`config.mk`:
```
export PLATFORM = sky130hd
export DESIGN_NAME = dma_irq_ctrl
export DESIGN_NICKNAME = d
export VERILOG_FILES = /design/src/rtl/dma_irq_ctrl.sv
export SDC_FILE = /design/constraint.sdc
export NUM_CORES = 1
export LEC_CHECK = 0
export BUFFER_PORTS_ARGS = -buffer_cell sky130_fd_sc_hd__buf_2
export CAP_MARGIN = 40
export CELL_PAD_IN_SITES_DETAIL_PLACEMENT = 1
export CELL_PAD_IN_SITES_GLOBAL_PLACEMENT = 1
export CORE_MARGIN = 2
export CORE_UTILIZATION = 41
export CTS_CLUSTER_DIAMETER = 200
export CTS_CLUSTER_SIZE = 12
export DETAILED_ROUTE_END_ITERATION = 6
export HOLD_SLACK_MARGIN = 0.15
export PLACE_DENSITY_LB_ADDON = 0.3
export SLEW_MARGIN = 20
export SYNTH_ARGS = -nofsm -noshare
export SYNTH_HDL_FRONTEND = slang
export SYNTH_SLANG_ARGS = --single-unit
```
`constraint.sdc`:
```
create_clock -name clk -period 9.8 [get_ports clk]
set_input_delay 0.98 -clock clk [delete_from_list [all_inputs] [get_ports clk]]
set_output_delay 0.98 -clock clk [all_outputs]
set_load 0.01 [all_outputs]
```
`src/rtl/dma_irq_ctrl.sv`:
```
module dma_irq_ctrl #(
  parameter int NLINES     = 4,
  parameter int NCHAN      = 32,
  parameter int RST_CYCLES = 4,
  parameter int AW         = 4
) (
  input  logic              clk,
  input  logic              rst_n,
  input  logic [NCHAN-1:0]  chan_evt,
  input  logic              reg_we,
  input  logic [AW-1:0]     reg_addr,
  input  logic [NCHAN-1:0]  reg_wdata,
  output logic [NCHAN-1:0]  reg_rdata,
  output logic [NLINES-1:0] irq
);
  localparam int CW       = $clog2(RST_CYCLES + 1);
  localparam int ADDR_CFG = 2 * NLINES;
  localparam int ADDR_STS = 2 * NLINES + 1;

  logic [NCHAN-1:0] pend [NLINES];
  logic [NCHAN-1:0] en   [NLINES];
  logic             busy, done;
  logic [CW-1:0]    cnt;

  wire start = reg_we && reg_addr == AW'(ADDR_CFG) && reg_wdata[1] && !busy;

  always_ff @(posedge clk) begin
    for (int l = 0; l < NLINES; l++) begin
      if (!rst_n || start || busy) begin
        pend[l] <= '0;
        en[l]   <= '0;
      end else begin
        pend[l] <= (pend[l] & ~((reg_we && reg_addr == AW'(l)) ? reg_wdata : '0)) | chan_evt;
        if (reg_we && reg_addr == AW'(NLINES + l)) en[l] <= reg_wdata;
      end
    end
  end

  always_ff @(posedge clk) begin
    if (!rst_n) begin
      busy <= 1'b0;
      done <= 1'b0;
      cnt  <= '0;
    end else if (start) begin
      busy <= 1'b1;
      done <= 1'b0;
      cnt  <= CW'(RST_CYCLES - 1);
    end else if (busy) begin
      if (cnt == '0) begin
        busy <= 1'b0;
        done <= 1'b1;
      end else cnt <= cnt - 1'b1;
    end else if (reg_we && reg_addr == AW'(ADDR_STS) && !reg_wdata[0]) begin
      done <= 1'b0;
    end
  end

  always_comb begin
    reg_rdata = '0;
    for (int l = 0; l < NLINES; l++) begin
      if (reg_addr == AW'(l))          reg_rdata = pend[l];
      if (reg_addr == AW'(NLINES + l)) reg_rdata = en[l];
    end
    if (reg_addr == AW'(ADDR_CFG)) reg_rdata[1] = busy;
    if (reg_addr == AW'(ADDR_STS)) reg_rdata[0] = done;
  end

  for (genvar l = 0; l < NLINES; l++) begin : g_irq
    assign irq[l] = |(pend[l] & en[l]);

    assert_evt_sets_line_R2: assert property (@(posedge clk) disable iff (!rst_n)
      (!busy && !start && |chan_evt) |=> ((pend[l] & $past(chan_evt)) == $past(chan_evt)));

    assert_w1c_clears_R3: assert property (@(posedge clk) disable iff (!rst_n)
      (reg_we && reg_addr == AW'(l) && !busy && !start)
        |=> ((pend[l] & $past(reg_wdata & ~chan_evt)) == '0));
  end

  assert_busy_masks_irq_R7: assert property (@(posedge clk) disable iff (!rst_n)
    busy |-> irq == '0);

  assert_busy_excludes_done_R8: assert property (@(posedge clk) disable iff (!rst_n)
    busy |-> !done);

  assert_done_follows_busy_R8: assert property (@(posedge clk) disable iff (!rst_n)
    $fell(busy) |-> done);
endmodule

```
[After elaboration in Yosys (flattened, before gate mapping)]
Memory sizes are Yosys's and may differ from the RTL's.
Cells that the tools add are included.
Operators by class
  $lt $le $gt $ge: 0
  shift operators: 0
  multiplexer cells: 46
  bitwise gates (word level): 26
  equal/unequal tests: 11
  reductions and logical operators: 30
  divide/modulo/power cells: 0
  add/subtract/negate cells: 1
  $mul: 0
Operator list (number)
  $mux W32: 20
  $and A32 B32 Y32: 8
  $not A32 Y32: 4
  $or A32 B32 Y32: 4
  $reduce_or A32 Y1: 4
  $mux W1: 23
  $eq A4 B3 Y1 const B: 4
  $logic_and A1 B1 Y1: 13
  $eq A4 B2 Y1 const B: 2
  $eq A4 B4 Y1 const B: 2
  $or A1 B1 Y1: 8
  $mux W2: 3
  $reduce_and A2 Y1: 3
  $eq A4 B1 Y1 const B: 1
  $logic_not A4 Y1: 1
  $reduce_bool A2 Y1: 2
  $logic_not A1 Y1: 3
  $logic_not A3 Y1: 1
  $sub A3 B1 Y3 const B: 1
  $logic_or A1 B1 Y1: 2
  $ne A2 B1 Y1 const B: 1
  $ne A2 B2 Y1 const B: 1
  $not A1 Y1: 2
  $reduce_or A2 Y1: 1
Storage, ports and cells
  memories: 2
  memory bits (writable): 256
  flip-flop bits (word level): 5
  bits in read-only memories: 0
  logic and storage cells: 120
  latch bits: 0
Memories
  en: depth 4, width 32, read ports 4, clocked after memory_dff 0, wr ports 4, line 21  | logic [NCHAN-1:0] en [NLINES];
  pend: depth 4, width 32, read ports 4, clocked after memory_dff 0, wr ports 4, line 20  | logic [NCHAN-1:0] pend [NLINES];

[Depth between registers and ports, before layout]
  depth after elaboration: 10
  mapped depth: 8
  mapped depth without buffers: 6

[Least setup slack after synthesis]
Ideal clock, no wire load.
  path type: input -> register
  start: input port reg_addr[2]
  end: memory en[3][0], enable pin
  stages: 6
  arrival time: 4.040 ns
  setup slack: 5.294 ns
  setup time: 0.466 ns
  data required time: 9.334 ns
  path through: buf_4 -> nand2b_1 -> or2_0 -> buf_2 -> clkbuf_1 -> o21ai_0
RTL lines
  start: declaration: line 11  | input logic [AW-1:0] reg_addr,
  end: declaration: line 21

[Worst setup path after layout]
  start: input port reg_addr[2]
  end: output port reg_rdata[14]
Between the ends
  word-level cells in the longest chain between the ends: 9
  elaborated cells between the ends (all ways): 16
  those cells by class: eq/ne: 7; mux: 8; reduce/logical: 1
RTL lines
  $logic_not A4 Y1: line 61  | if (reg_addr == AW'(l)) reg_rdata = pend[l];
  $mux W32: line 61
  $mux W32: line 62  | if (reg_addr == AW'(NLINES + l)) reg_rdata = en[l];
  $mux W32: line 61
  $mux W32: line 62
  $mux W32: line 61
  $mux W32: line 62
  $mux W32: line 61
  $mux W32 (*): line 62
  end: declaration: line 13  | output logic [NCHAN-1:0] reg_rdata,
Mark *: on every way between the ends. The rest lies on a longest branch, timed or not.

==> impl_metrics.toml <==
[run_status]
status = "finished, final reports clean"

[clock_tree]
path_clk_slew_ns = 0.07
post_cts_buffers = 0
clk-insertion-delay-late_ns = 0.56
root_buffer = "clkbuf_16"
numCtsBuffers = 25
tritoncts = "yes"
cts.sinks = 261
h-tree-depth = 1
cts_buffer_depth = 3
cts_resized = 0
holdBufCountCts = 0

[place]
place.detailed.hpwl_um = 33200
gp_congestion = 0.910
io_buffer_count = 106
place_area_um2 = 13600
place_ws_ns = 4.91

[drt]
wirelength_um = 48500
wl_per_cell_um = 29.4
drtIter0Drc = 1042
drcViolationCount = 0
viasPerCell = 6.42
dr_total_vias = 10600
ant_nets = 0
drt_first_pass_iters = 7

[synth]
synthArstFlopShare_pct = 0
yosysTopAreaCell = "edfxtp_1"
synth_edf_count = 128
synth_fp_nets = 1227
synth_seq_area_share_pct = 51.6
synth_area_leaders = "edfxtp_1 (30%), dfxtp_1 (21%), o21a_1 (7.8%)"
synth_area_um2 = 12600
yosysWarningCount = 0
synth.avg_cell_area_um2 = 10.9
synthFlopType = "dfxtp_1"
synth_top_area_share_pct = 30.5
ys_ff_latch = 261
syn_inst = 1154
yosys.cell_types.count = 63

[worst_setup_path]
rr_worst_depth = 6
crit_end = "reg_rdata[14]"
crit_path_start_kind = "primary input"
timing.rr.end = "en[1][5]$_SDFFCE_PN0P_"
r2r-start = "busy$_SDFF_PN0_"
path_buf_inv = 4
cp-end-kind = "output pin"
crit_slowest_cell = "nand2b_1"
path_cells = "buf_4, buf_4, nand2b_1, or2_0, buf_4, o22ai_1, o31ai_1, buf_2"
crit_path_start = "reg_addr[2]"
cp_common_cell = "buf_4"
crit_family = "buffers and inverters"
critPathKind = "in2out"
cp.arrival_ns = 4.11
cp_max_fo = 50
required_ns = 8.82
critical_path.max_stage_delay_ns = 0.64
reg2reg_setup_slack_ns = 6.56
crit_cells = 8

[timing]
slew_viol_final = 0
period_needed_ns = 5.09
setup_viol = 0
finalCritPeriodShare_pct = 51.9
worst_pin_slew_ns = 0.974
holdWs_ns = 0.580
slew_headroom_pct = 35.1
hold_viol = 0
setup_ws_ns = 4.71
fin_skew_ns = 0.0113
clock.fmax_mhz = 197
rsz0062_at_grt = "no"
setup_tns_ns = 0

[min_path]
min_path_type = "reg2reg"
holdCritStartpoint = "done$_SDFFE_PP0P_"

[pwr]
swShare_pct = 27.5
p_switching_w = 0.000690
combPwrFrac_pct = 12.2
p_per_area_nw_per_um2 = 175
p_int_w = 0.00181
power_w = 0.00250
p_leak_nw = 5.39
ir_worst_vdd_mv = 0.110
power_frac_clock_pct = 36.7
p_seq_share_pct = 51.1

[floorplanning]
initial_utilization_pct = 41.4
row_count = 64
dieArea_um2 = 32200
ios = 107
die_height_um = 179
die_w_um = 179
coreArea_um2 = 30400

[final_layout]
antenna_cells = 0
area_growth_pct = 13.7
fin_nets = 1306
final_cell_mix = "dfxtp_1 (133), o21a_1 (131), and2_1 (129), edfxtp_1 (128), a21boi_0 (118)"
drive_above_1_share_pct = 15.9
final_cell_area_um2 = 14300
layout_commonest_cell = "dfxtp_1"

[grt]
grt_pass1_vias = 10800
grt_pass1_wl_um = 70900
antenna_found_initial = 0
grt_max_degree = 70
gr-total-overflow = 0
track_usage_pct = 30.1

[job]
max-cap-violations = 0
worst min-delay path by stage:
stage,cells after the start,slack [ns],endpoint
global placement,3,0.54,cnt[2]$_SDFFE_PP0P_
floorplan,3,0.51,cnt[2]$_SDFFE_PP0P_
finish,2,0.58,done$_SDFFE_PP0P_
detailed placement,2,0.57,done$_SDFFE_PP0P_
global route,3,0.63,cnt[2]$_SDFFE_PP0P_
CTS,2,0.58,done$_SDFFE_PP0P_
synth_stat cells, drive strengths merged, types with 4 or more instances:
cell type,instances
a21o,13
nor2b,8
clkbuf,46
buf,35
a221oi,8
mux4,4
dfxtp,133
edfxtp,128
nor2,14
mux2i,32
nor3,13
o22ai,34
nor4b,6
or4,4
a21oi,60
nand4,17
nand2b,15
a211oi,12
and2,129
o21ai,30
a21boi,122
mux2,10
nand2,13
o21a,131
inv,15
a22oi,76
state kept, by name, summed over array words and instances, names as in the netlist:
name  cells
pend    128
done      1
cnt       3
en      128
busy      1
final cells by class:
class	instances	area, um^2
fillers	3343	16100
flip-flops and latches	261	6510
multi-input cells	797	5760
repair buffers	133	806
clock buffers	44	697
well taps	396	495
inverters	15	56.3
clock inverters	2	25.0
power groups by stage:
| stage | clock (W) | sequential, W | combinational [W] |
|---|---|---|---|
| CTS | 0.000929 | 0.00128 | 0.000302 |
| detailed placement | 0 | 0.00130 | 0.000301 |
| finish | 0.000919 | 0.00128 | 0.000306 |
| global route | 0.000970 | 0.00128 | 0.000328 |
| global placement | 0 | 0.00130 | 0.000289 |
| floorplan | 0 | 0.00127 | 0.000180 |
through the flow:
stage	util [%]	instances
2_1_floorplan	-	1154
3_3_place_gp	44.4	1596
3_5_place_dp	44.7	1601
4_1_cts	47.1	1647
5_1_grt	47.1	1648
6_report	47.1	1648
kinds of logic (layout without fill, tap and decap cells):
family | after synthesis | in the layout | synth area share [%]
muxes | 46 | 46 | 4.15
and+or+nand+nor | 242 | 242 | 12.2
DFF | 261 | 261 | 51.6
xor gates and xnor gates | 2 | 2 | 0.139
AOI/OAI and AO/OA | 505 | 505 | 28.2
buffers and inverters | 96 | 194 | 3.52
adders and majority gates | 2 | 2 | 0.198
metal layers:
layer | track usage [%] | up-vias | wire (um)
met1 | 38.7 | 5387 | 19400
met5 | 0.617 | - | 0
met4 | 12.2 | 0 | 2270
li1 | - | 4518 | -
met3 | 6.75 | 132 | 4140
met2 | 49.3 | 545 | 22700
worst register-to-register path, cell delays in order, from the launching register on:
cell      delay (ns)
dfxtp_1         0.39
nand2b_1        0.22
a41oi_4         0.17
buf_4           0.60
buf_4           0.79
nand2_2         0.49
buf_12          0.29
Note: power is estimated with default switching activity, not from simulation.
